**src/rtl/alu_pkg.sv**
```systemverilog
package alu_pkg;

  typedef enum logic [3:0] {
    OP_MOVE = 4'h0,
    OP_SUB  = 4'h1,
    OP_MDBL = 4'h2,
    OP_ADD  = 4'h3,
    OP_DBL  = 4'h4,
    OP_DEC  = 4'h5,
    OP_NOT  = 4'h6,
    OP_NOR  = 4'h7,
    OP_IAND = 4'h8,
    OP_NAND = 4'h9,
    OP_XOR  = 4'hA,
    OP_IOR  = 4'hB,
    OP_XNOR = 4'hC,
    OP_AND  = 4'hD,
    OP_ONE  = 4'hE,
    OP_OR   = 4'hF
  } alu_op_e;

  typedef struct packed {
    logic v;
    logic n;
    logic z;
    logic c;
    logic x;
  } alu_flags_t;

  function automatic logic op_is_arith(alu_op_e op);
    return (op == OP_SUB) || (op == OP_MDBL) || (op == OP_ADD) ||
           (op == OP_DBL) || (op == OP_DEC);
  endfunction

endpackage

```
**src/rtl/alu_addend_sel.sv**
```systemverilog
module alu_addend_sel
  import alu_pkg::*;
#(
  parameter int WIDTH = 32
) (
  input  alu_op_e          op_i,
  input  logic [WIDTH-1:0] src0_i,
  input  logic [WIDTH-1:0] src1_i,
  input  logic             use_carry_i,
  input  logic             carry_i,
  output logic [WIDTH-1:0] add_a_o,
  output logic [WIDTH-1:0] add_b_o,
  output logic             add_cin_o,
  output logic             arith_o
);

  logic ext_c;
  assign ext_c   = use_carry_i & carry_i;
  assign add_a_o = src0_i;
  assign arith_o = op_is_arith(op_i);

  always_comb begin
    add_b_o   = '0;
    add_cin_o = 1'b0;
    unique case (op_i)
      OP_SUB: begin
        add_b_o   = ~src1_i;
        add_cin_o = use_carry_i ? carry_i : 1'b1;  // carry replaces the +1
      end
      OP_MDBL: begin
        add_b_o   = src0_i & src1_i;
        add_cin_o = ext_c;
      end
      OP_ADD: begin
        add_b_o   = src1_i;
        add_cin_o = ext_c;
      end
      OP_DBL: begin
        add_b_o   = src0_i;
        add_cin_o = ext_c;
      end
      OP_DEC: begin
        add_b_o   = '1;
        add_cin_o = ext_c;
      end
      default: begin
        add_b_o   = '0;
        add_cin_o = 1'b0;
      end
    endcase
  end

endmodule

```
**src/rtl/alu_adder.sv**
```systemverilog
module alu_adder #(
  parameter int WIDTH  = 32,
  parameter bit RIPPLE = 1'b0
) (
  input  logic [WIDTH-1:0] a_i,
  input  logic [WIDTH-1:0] b_i,
  input  logic             cin_i,
  output logic [WIDTH-1:0] sum_o,
  output logic             cout_o
);

  if (RIPPLE) begin : g_ripple
    logic [WIDTH:0] carry;
    assign carry[0] = cin_i;
    for (genvar i = 0; i < WIDTH; i++) begin : g_bit
      assign sum_o[i]   = a_i[i] ^ b_i[i] ^ carry[i];
      assign carry[i+1] = (a_i[i] & b_i[i]) | (carry[i] & (a_i[i] ^ b_i[i]));
    end
    assign cout_o = carry[WIDTH];
  end else begin : g_infer
    logic [WIDTH:0] full;
    assign full   = {1'b0, a_i} + {1'b0, b_i} + {{WIDTH{1'b0}}, cin_i};
    assign sum_o  = full[WIDTH-1:0];
    assign cout_o = full[WIDTH];
  end

endmodule

```
**src/rtl/alu_logic_unit.sv**
```systemverilog
module alu_logic_unit
  import alu_pkg::*;
#(
  parameter int WIDTH = 32
) (
  input  alu_op_e          op_i,
  input  logic [WIDTH-1:0] src0_i,
  input  logic [WIDTH-1:0] src1_i,
  output logic [WIDTH-1:0] res_o
);

  localparam logic [WIDTH-1:0] ONE_VAL = WIDTH'(1);

  always_comb begin
    unique case (op_i)
      OP_MOVE: res_o = src0_i;
      OP_NOT:  res_o = ~src0_i;
      OP_NOR:  res_o = ~(src0_i | src1_i);
      OP_IAND: res_o = ~src0_i & src1_i;
      OP_NAND: res_o = ~(src0_i & src1_i);
      OP_XOR:  res_o = src0_i ^ src1_i;
      OP_IOR:  res_o = ~src0_i | src1_i;
      OP_XNOR: res_o = ~(src0_i ^ src1_i);
      OP_AND:  res_o = src0_i & src1_i;
      OP_ONE:  res_o = ONE_VAL;
      OP_OR:   res_o = src0_i | src1_i;
      default: res_o = '0;  // arithmetic group handled by the adder
    endcase
  end

endmodule

```
**src/rtl/alu_flag_gen.sv**
```systemverilog
module alu_flag_gen
  import alu_pkg::*;
#(
  parameter int WIDTH = 32
) (
  input  logic [WIDTH-1:0] res_i,
  input  logic             arith_i,
  input  logic             cout_i,
  input  logic             a_msb_i,
  input  logic             b_msb_i,
  output alu_flags_t       flags_o
);

  localparam int MSB = WIDTH - 1;

  always_comb begin
    flags_o.n = res_i[MSB];
    flags_o.z = ~|res_i;
    flags_o.x = &res_i;
    flags_o.c = arith_i & cout_i;
    // same-sign addends with a sign change in the sum
    flags_o.v = arith_i & (a_msb_i ~^ b_msb_i) & (res_i[MSB] ^ a_msb_i);
  end

endmodule

```
**src/rtl/sixteen_op_alu.sv**
```systemverilog
module sixteen_op_alu
  import alu_pkg::*;
#(
  parameter int WIDTH  = 32,
  parameter bit RIPPLE = 1'b0
) (
  input  logic [WIDTH-1:0] src0_i,
  input  logic [WIDTH-1:0] src1_i,
  input  logic [3:0]       opcode_i,
  input  logic             use_carry_i,
  input  logic             carry_i,
  output logic [WIDTH-1:0] result_o,
  output logic             flag_v_o,
  output logic             flag_n_o,
  output logic             flag_z_o,
  output logic             flag_c_o,
  output logic             flag_x_o
);

  localparam int MSB = WIDTH - 1;

  alu_op_e          op;
  logic [WIDTH-1:0] add_a, add_b, sum, logic_res;
  logic             add_cin, cout, arith;
  alu_flags_t       flags;

  assign op = alu_op_e'(opcode_i);

  alu_addend_sel #(.WIDTH(WIDTH)) u_sel (
    .op_i        (op),
    .src0_i      (src0_i),
    .src1_i      (src1_i),
    .use_carry_i (use_carry_i),
    .carry_i     (carry_i),
    .add_a_o     (add_a),
    .add_b_o     (add_b),
    .add_cin_o   (add_cin),
    .arith_o     (arith)
  );

  alu_adder #(.WIDTH(WIDTH), .RIPPLE(RIPPLE)) u_add (
    .a_i    (add_a),
    .b_i    (add_b),
    .cin_i  (add_cin),
    .sum_o  (sum),
    .cout_o (cout)
  );

  alu_logic_unit #(.WIDTH(WIDTH)) u_logic (
    .op_i   (op),
    .src0_i (src0_i),
    .src1_i (src1_i),
    .res_o  (logic_res)
  );

  assign result_o = arith ? sum : logic_res;

  alu_flag_gen #(.WIDTH(WIDTH)) u_flags (
    .res_i   (result_o),
    .arith_i (arith),
    .cout_i  (cout),
    .a_msb_i (add_a[MSB]),
    .b_msb_i (add_b[MSB]),
    .flags_o (flags)
  );

  assign flag_v_o = flags.v;
  assign flag_n_o = flags.n;
  assign flag_z_o = flags.z;
  assign flag_c_o = flags.c;
  assign flag_x_o = flags.x;

endmodule

```
**config.mk**
```make
export PLATFORM = sky130hd
export DESIGN_NAME = sixteen_op_alu
export DESIGN_NICKNAME = d
export VERILOG_FILES = /design/src/rtl/alu_pkg.sv /design/src/rtl/alu_addend_sel.sv /design/src/rtl/alu_adder.sv /design/src/rtl/alu_logic_unit.sv /design/src/rtl/alu_flag_gen.sv /design/src/rtl/sixteen_op_alu.sv
export SDC_FILE = /design/constraint.sdc
export NUM_CORES = 1
export LEC_CHECK = 0
export BUFFER_PORTS_ARGS = -buffer_cell sky130_fd_sc_hd__buf_2
export CORE_MARGIN = 3
export CORE_UTILIZATION = 37
export DETAILED_ROUTE_END_ITERATION = 8
export SYNTH_ARGS = -nofsm -noshare
export SYNTH_HDL_FRONTEND = slang
export SYNTH_SLANG_ARGS = --single-unit
```
**constraint.sdc**
```tcl
create_clock -name vclk -period 4.7
set_input_delay 0.235 -clock vclk [all_inputs]
set_output_delay 0.235 -clock vclk [all_outputs]
set_load 0.1 [all_outputs]
```
== Yosys cells after proc, flatten, opt, wreduce, memory -nomap -nowiden ==
Cells that the tools add are included.

* Memories kept: 0
* Output and inout port bits: 37
* Word-level logic and storage cells: 47
* RAM bits: 0
* Memory bits (read-only): 0
* Input port bits: 70
* Latch bits: 0
* Register bits: 0

* Divide/modulo/power cells: 0
* Eq/ne operators: 15
* Multiplexer cells: 5
* Multipliers: 0
* Shift operators: 0
* Reduce and logical (&&, ||, !) cells: 9
* Magnitude comparators: 0
* Bitwise logic cells: 16
* Add/sub/neg operators: 2

{| class="wikitable"
|+ Operators with widths
! kind !! number
|-
| case mux 32 bit (11 select lines) || 1
|-
| inverter 32 bit || 5
|-
| case mux 32 bit (5 select lines) || 1
|-
| AND 32 bit || 2
|-
| bitwise OR 32 bit || 2
|-
| adder 32 x 32 -> 33 bit || 1
|-
| adder 33 x 1 -> 33 bit || 1
|-
| == test 4 bit (second input constant) || 8
|-
| 2-to-1 mux 32 bit || 1
|-
| AND reduction 32 bit || 1
|-
| OR reduction 32 bit || 1
|-
| bitwise XOR 32 bit || 1
|-
| == test 4 x 3 -> 1 bit (second input constant) || 4
|-
| == test 4 x 2 -> 1 bit (second input constant) || 2
|-
| AND 1 bit || 4
|-
| == test 4 x 1 -> 1 bit (second input constant) || 1
|-
| logical NOT 4 bit || 1
|-
| logical OR 1 bit || 4
|-
| OR reduction 4 bit || 1
|-
| case mux 1 bit (2 select lines) || 1
|-
| logical NOT 1 bit || 1
|-
| 2-to-1 mux 1 bit || 1
|-
| XNOR 1 bit || 1
|-
| bitwise XOR 1 bit || 1
|}

== Logic depth before layout (Yosys ltp) ==
Gate-level depths: netlist of the first run.

* Depth after elaboration: 8
* Depth in mapped cells: 24
* Mapped depth without buffers: 19

== By module ==
A second synthesis of the first run with hierarchy kept.

* Cell total of the unflattened synthesis: 1149
* Area total of the unflattened synthesis: 8758.4 um^2

{| class="wikitable"
|+ By module, submodules not included
! module !! times used !! sequential area each (um^2) !! cells an instance !! area an instance (um^2)
|-
| alu_logic_unit || 1 || 0.0 || 616 || 4586.9
|-
| alu_adder || 1 || 0.0 || 246 || 1801.7
|-
| alu_addend_sel || 1 || 0.0 || 223 || 1654.1
|-
| sixteen_op_alu || 1 || 0.0 || 36 || 544.3
|-
| alu_flag_gen || 1 || 0.0 || 28 || 171.4
|}

== Least setup slack after synthesis of the first run ==
OpenSTA, ideal clock, no wires.

* Path type: input port to output port
* Start point: input port opcode_i[2]
* End point: output port flag_x_o
* Buffers on the path: 7
* Stages on the path: 22
* Arrival time: 9.457 ns
* Data required time: 4.465 ns
* Slack: -4.992 ns
* Cells stage by stage: buf_6 -> buf_8 -> buf_4 -> buf_2 -> buf_2 -> buf_2 -> buf_1 -> nand2_1 -> a21oi_1 -> a21oi_1 -> o21ai_0 -> fa_1 -> inv_1 -> fa_1 -> nand2b_1 -> a211oi_2 -> o211ai_1 -> a21boi_0 -> o21ai_0 -> o311ai_0 -> or4b_1 -> nor4b_2

* Longest elaborated chain between the ends: 7
* Elaborated cells on any way between the ends: 28
* Classes of those cells: 2 x add/sub; 15 x eq/ne; 4 x mux; 7 x reduce/logical

{| class="wikitable"
|+ RTL lines
! item !! RTL line !! source
|-
| start, declared || sixteen_op_alu.sv:9 || <nowiki>input logic [3:0] opcode_i,</nowiki>
|-
| parallel branches: the longest is 5 deep, another holds adder 32 x 32 -> 33 bit || - ||
|-
| 2-to-1 mux 32 bit * || sixteen_op_alu.sv:56 || <nowiki>assign result_o = arith ? sum : logic_res;</nowiki>
|-
| named net result_o[10] || sixteen_op_alu.sv:12 || <nowiki>output logic [WIDTH-1:0] result_o,</nowiki>
|-
| AND reduction 32 bit * || alu_flag_gen.sv:19 || <nowiki>flags_o.x = &res_i;</nowiki>
|-
| end, declared || sixteen_op_alu.sv:17 || <nowiki>output logic flag_x_o</nowiki>
|}

Mark *: on every way through the listed nets, which the timed path passes.

== Worst setup path in the final report of the first run ==
* Start point: input port src1_i[1]
* End point: output port flag_x_o

* Longest elaborated chain between the ends: 6
* Elaborated cells on any way between the ends: 15
* Classes of those cells: 2 x add/sub; 3 x mux; 9 x bitwise; 1 x reduce/logical

{| class="wikitable"
|+ RTL lines
! item !! RTL line !! source
|-
| start, declared || sixteen_op_alu.sv:8 || <nowiki>input logic [WIDTH-1:0] src1_i,</nowiki>
|-
| AND 32 bit or inverter 32 bit (tied branches) || - ||
|-
| case mux 32 bit (5 select lines) || alu_addend_sel.sv:25 || <nowiki>unique case (op_i)</nowiki>
|-
| adder 32 x 32 -> 33 bit || alu_adder.sv:22 || <nowiki>assign full = {1'b0, a_i} + {1'b0, b_i} + {{WIDTH{1'b0}}, cin_i};</nowiki>
|-
| adder 33 x 1 -> 33 bit || alu_adder.sv:22 ||
|-
| 2-to-1 mux 32 bit * || sixteen_op_alu.sv:56 ||
|-
| AND reduction 32 bit * || alu_flag_gen.sv:19 ||
|}

Every way passes the cells marked *; elsewhere a longest branch is shown, timed or not.

==> results of run 1 <==
power breakdown:
group	internal (uW)	leakage, uW	switching [uW]
logic	627	0.00472	1100
clock network	0	0	0
registers	0	0	0
kinds of logic (layout without fill, tap and decap cells):
family | Yosys count | after routing | synth area share
AO/OA/AOI/OAI | 496 | 496 | 0.3783
AND/OR/NAND/NOR | 334 | 334 | 0.1952
buffers and inverters | 182 | 295 | 0.1042
adder cells (fa/ha/maj) | 161 | 161 | 0.2442
XOR/XNOR | 58 | 58 | 0.06114
multiplexers | 14 | 14 | 0.01701
what timing repair did:
item,4_1_cts,5_1_grt
setup endpoints to repair,0,2
endpoints found under the hold margin,0,0
setup buffers,0,9
resized for setup,0,43
synth_stat cells (5+ instances only):
cell type,n,area [um2]
a22oi_1,19,142.6
buf_4,14,105.1
ha_1,159,1989
nand2_1,148,555.5
inv_1,85,319.1
xnor2_1,28,245.2
o22a_1,6,52.55
o211ai_1,5,37.54
a221oi_1,15,131.4
nand2b_1,9,56.30
o22ai_1,35,219.0
o21ai_1,10,50.05
o221ai_1,8,70.07
a21oi_1,153,765.7
buf_6,10,112.6
a22o_1,5,43.79
nor2_1,69,259.0
a31oi_1,11,68.82
buf_2,32,160.2
buf_1,6,22.52
o21a_1,8,60.06
o21ai_0,127,635.6
nand3_1,17,85.08
a2bb2oi_1,8,70.07
nor3_1,12,60.06
nor2b_1,14,87.58
clkbuf_1,29,108.9
xor2_1,30,262.8
a211oi_1,11,82.58
nand4_1,13,81.33
mux2i_1,13,130.1
and3_1,8,50.05
a21o_1,16,120.1
per-stage QoR:
step | util | cells | instance area (um2) | TNS [ns] | power (uW)
after floorplan | - | 1245 | 8662 | -2.006 | 1100
after global placement | 0.4624 | 1628 | 10150 | 0 | 1647
after detailed placement | 0.4624 | 1628 | 10150 | 0 | 1654
after CTS | 0.4624 | 1628 | 10150 | 0 | 1661
after global routing | 0.4748 | 1638 | 10430 | -0.06755 | 1826
final | 0.4748 | 1638 | 10430 | 0 | 1726
how the worst max path moves through the flow:
| stage | from | end | slack (ns) | depth (start not counted) |
|---|---|---|---|---|
| 2_1_floorplan | opcode_i[2] | flag_x_o | -1.42 | 23 |
| 3_3_place_gp | opcode_i[2] | flag_z_o | 0.07 | 23 |
| 3_5_place_dp | opcode_i[2] | flag_x_o | 0.03 | 21 |
| 4_1_cts | opcode_i[2] | flag_x_o | 0.02 | 21 |
| 5_1_grt | opcode_i[0] | flag_z_o | -0.04 | 18 |
| 6_report | src1_i[1] | flag_x_o | 0.11 | 18 |
critical path, delay by kind of cell:
family | cells | cell delay [ns]
buffers and inverters | 3 | 0.45
XOR/XNOR | 1 | 0.22
AND/OR/NAND/NOR | 4 | 1.54
adder cells (fa/ha/maj) | 2 | 0.36
AO/OA/AOI/OAI | 7 | 1.46
multiplexers | 1 | 0.07
per-layer routing:
metal / global-route usage / vias up
met1: 0.3814 / 4663
met3: 0.02080 / 63
met4: 0.06602 / 0
met5: 0 / -
met2: 0.4219 / 487
li1: - / 4725
cells in the final DEF, fill, tap and decap left out, types with 6 or more instances in the layout:
| cell | Yosys | routed |
|---|---|---|
| ha_1 | 159 | 155 |
| nand2_1 | 148 | 148 |
| a21oi_1 | 153 | 145 |
| o21ai_0 | 127 | 114 |
| buf_4 | 14 | 88 |
| inv_1 | 85 | 83 |
| buf_2 | 32 | 72 |
| nor2_1 | 69 | 65 |
| buf_12 | 0 | 37 |
| o22ai_1 | 35 | 33 |
| xor2_1 | 30 | 29 |
| xnor2_1 | 28 | 28 |
| a22oi_1 | 19 | 18 |
| a21o_1 | 16 | 16 |
| nand3_1 | 17 | 16 |
| o21ai_1 | 10 | 15 |
| nor2b_1 | 14 | 14 |
| a221oi_1 | 15 | 14 |
| mux2i_1 | 13 | 13 |
| nand4_1 | 13 | 13 |
| a31oi_1 | 11 | 11 |
| nor3_1 | 12 | 11 |
| a211oi_1 | 11 | 9 |
| nand2b_1 | 9 | 8 |
| and3_1 | 8 | 8 |
| o21a_1 | 8 | 8 |
| o221ai_1 | 8 | 8 |
| o21ai_2 | 1 | 7 |
| a2bb2oi_1 | 8 | 7 |
| o22a_1 | 6 | 6 |
cell type report:
cell class	instances	area, um2
tap	280	350.3
fill	2201	11530
inverter	87	326.6
timing repair buffer	208	1941
multi-input combinational	1063	7807
==> impl_results.md, run 1 <==
* Pre-CTS setup slack at 0.03075 ns
* Vias in the first global route at 9161
* Endpoints failing setup at 0
* Slowest-stage cell, CP: or4_4
* Worst hold start: src0_i[31]
* P_leak at 0.004715 uW
* Worst path cell trace: buf_2 -> ha_2 -> mux2i_1 -> o22a_1 -> or2_2 -> inv_1 -> ha_1 -> a21o_1 -> nand4_1 -> a211oi_2 -> o2111ai_2 -> o21ba_4 -> o31ai_2 -> xor2_1 -> o2111ai_1 -> or4_4 -> nor4b_4 -> buf_12
* Maxcap violations at 0
* Worst EP arrival at 4.35 ns
* Hpwl dp at 25820 um
* Worst min-delay path category: in -> out
* DRT antenna net count at 0
* Hold path depth at 5
* Syn avg cell area at 6.674 um2
* Hold Crit Endpoint: flag_c_o
* Cell Area, Synth at 0.008309 mm2
* First-pass GRT wire length at 51950 um
* Layout area overhead at 25.46%
* Crit path kind: in -> out
* Fmax at 0.2180 GHz
* PwrDens at 165.6 mW/mm2
* Post-Syn Instances at 1245
* Final Hold Viols at 0
* Final setup margin at 0.1126 ns
* Slew margin rel. at 0.4294
* Tot GR Track Use at 0.2634
* WHS at 1.135 ns
* GPL Wtd Cong at 1.013
* DR WL/cell at 20.88 um
* Outcome: completed
* Worst EP required at 4.47 ns
* Sequential fraction of the synthesis area at 0
* Synth unique cells at 100
* Via count at 9938
* Synth Warn # at 0
* Met1 wire length at 15130 um
* CLK BUF at 0
* Via-to-Cell Ratio at 6.067
* Met2 WL post-DR at 15270 um
* FF/Latch Area at 0 um2
* Overflow left after global routing at 0
* Die Wd at 155.9 um
* Worst-path fanout max at 5
* DRC errors left at 0
* Max Used Layer: met4
* # rows at 54
* Layout cells sized above 1 at 0.2165
* Ant diodes at 0
* Startpoint types: input pin
* Routed WL at 34200 um
* Initial antenna violation count at 0
* Core area at 0.02196 mm2
* Crit. End Element: output port
* Crit share post-route at 0.9761
* Initial DRC Count at 872
* Post-CTS Hold Fix Bufs at 0
* DR WL met3 at 2908 um
* I/O pins at 107
* Worst VDD drop at 163.9 uV
* Net count after synthesis at 1476
* Worst-Margin Slew at 0.8531 ns
* Die span in y at 155.9 um
* Starting density of the core at 0.3784
* Die area at 0.02429 mm2
* Pin count of the biggest net entering global routing at 63
* Fin. max-slew vios at 0
* Seq_cells at 0
* Critical Path Max Stage Delay at 0.58 ns
* # port buffers at 107
* Fin crit period at 4.587 ns
* Pre-antenna DRT Iters at 7
* Final #Nets at 1591
Note: power is estimated with default switching activity, not from simulation.
==> run 2, diff against run 1 <==
--- a/config.mk
+++ b/config.mk
@@ -9,6 +9,7 @@
 export CORE_MARGIN = 3
 export CORE_UTILIZATION = 37
 export DETAILED_ROUTE_END_ITERATION = 8
+export PLACE_DENSITY = 0.68
 export SYNTH_ARGS = -nofsm -noshare
 export SYNTH_HDL_FRONTEND = slang
 export SYNTH_SLANG_ARGS = --single-unit
==> impl_results.md, run 2 (synthesized netlist as in run 1, its figures left out) <==
* Post-layout util at 0.4840
* Core area at 0.02196 mm2
* Final #Nets at 1617
* Worst VDD drop at 147.0 uV
* Fill cells at 2156
* Outcome: completed
* Initial antenna violation count at 1
* Ant diodes at 0
* First-pass GRT wire length at 52740 um
* Final Hold Viols at 0
* Most Frequent Cell on Critical Path: buf_4
* Overflow left after global routing at 0
* Placed insts at 1657
* # rows at 54
* GPL Wtd Cong at 0.9903
* CLK BUF at 0
* Layout cells sized above 1 at 0.2327
* Hpwl dp at 26290 um
* Logic gate share of total power at 1.000
* Crit. End Element: output port
* Worst EP arrival at 4.35 ns
* Worst-path fanout max at 16
* NetSw at 1108 uW
* PwrDens at 164.8 mW/mm2
* # port buffers at 107
* Die area at 0.02429 mm2
* Endpoints failing setup at 0
* Slew margin rel. at 0.5124
* Routed WL at 34540 um
* Pin count of the biggest net entering global routing at 54
* Buffers & Inverters on Critical Path at 4
* Worst hold start: src0_i[31]
* Area of the multi-input gates at 0.007811 mm2
* P_leak at 0.004840 uW
* Tot GR Track Use at 0.2659
* Flop pwr share at 0
* DRC errors left at 0
* Seq_cells at 0
* Fin crit period at 4.584 ns
* Most common cell after layout, fill and taps aside: ha_1
* DR WL/cell at 20.76 um
* Startpoint types: input pin
* Critical Path Max Stage Delay at 0.57 ns
* Via count at 10170
* Worst min-delay path category: in -> out
* Worst path cell trace: buf_4 -> nor2b_2 -> and2_2 -> buf_6 -> nand2_1 -> o21ai_0 -> ha_1 -> buf_4 -> a31oi_2 -> a211oi_2 -> o2111ai_2 -> o21ba_4 -> o31ai_4 -> xor2_1 -> o2111ai_1 -> or4_4 -> nor4b_4 -> buf_12
* Fin. max-slew vios at 0
* Fmax at 0.2181 GHz
* Vias in the first global route at 9605
* Initial DRC Count at 1094
* Worst EP required at 4.47 ns
* Die span in y at 155.9 um
* Worst-Margin Slew at 0.7307 ns
* Slowest-stage cell, CP: or4_4
* I/O pins at 107
* Post-CTS Hold Fix Bufs at 0
* Crit path kind: in -> out
* Crit-path leading delay family: simple AND/OR/NAND/NOR gates
* Via-to-Cell Ratio at 6.111
* Pre-antenna DRT Iters at 6
* Most frequent cells in the layout: 157 x ha_1, 147 x nand2_1, 145 x a21oi_1, 118 x o21ai_0, 117 x buf_4
* Die Wd at 155.9 um
* Crit share post-route at 0.9754
* Hold path depth at 5
* Clock share of power at 0
* Power Internal at 643.0 uW
* Sw Share at 0.6329
* FF/Latch Area at 0 um2
* Starting density of the core at 0.3784
* Maxcap violations at 0
* Layout area overhead at 27.90%
* Hold Crit Endpoint: flag_v_o
* Fin cells at 1664
* DRT antenna net count at 0
==> run 2: repair_timing <==
action                                  in CTS  in global routing
endpoints found under the setup margin       0                  2
setup buffers                                0                  6
gates resized for setup                      0                 37
==> run 2: stage by stage <==
step | total power [uW] | setup WS, ns | instance area (um2) | setup TNS (ns) | hold WS [ns]
6_report | 1751 | 0.1156 | 10630 | 0 | 1.132
2_1_floorplan | 1100 | -1.425 | 8662 | -2.006 | 0.8219
5_1_grt | 1847 | -0.04635 | 10630 | -0.05539 | 1.161
3_3_place_gp | 1681 | 0.06760 | 10410 | 0 | 1.120
3_5_place_dp | 1692 | 0.05835 | 10410 | 0 | 1.130
4_1_cts | 1699 | 0.02822 | 10410 | 0 | 1.133
==> run 2: final cells by class <==
class                      instances  share of cell area
tap                              280             0.03296
inverter                          87             0.03096
multi-input combinational       1063              0.7350
timing repair buffer             234              0.2011
==> run 2: worst max-delay path by stage <==
stage                     depth (start not counted)  endpoint  slack, ns        start
after floorplan                                  23  flag_x_o      -1.42  opcode_i[2]
after global placement                           20  flag_z_o       0.07  opcode_i[2]
after detailed placement                         21  flag_x_o       0.06  opcode_i[2]
after CTS                                        21  flag_x_o       0.03  opcode_i[2]
final                                            18  flag_x_o       0.12  opcode_i[1]
after global routing                             18  flag_x_o      -0.05  opcode_i[0]
==> run 2: power by group through the flow <==
stage	registers, uW	clock network (uW)	logic, uW
floorplan	0	0	1100
global placement	0	0	1680
detailed placement	0	0	1690
CTS	0	0	1700
global route	0	0	1850
finish	0	0	1750
==> run 2: metal layers <==
metal  routed length, um  part of all wire  track usage  vias up
met5                  17           0.00049            0        -
met4                1442             0.042      0.08999        2
met3                3137             0.091      0.03329      118
met2               15500              0.45       0.4336      553
met1               14450              0.42       0.3621     4711
li1                    -                 -            -     4784
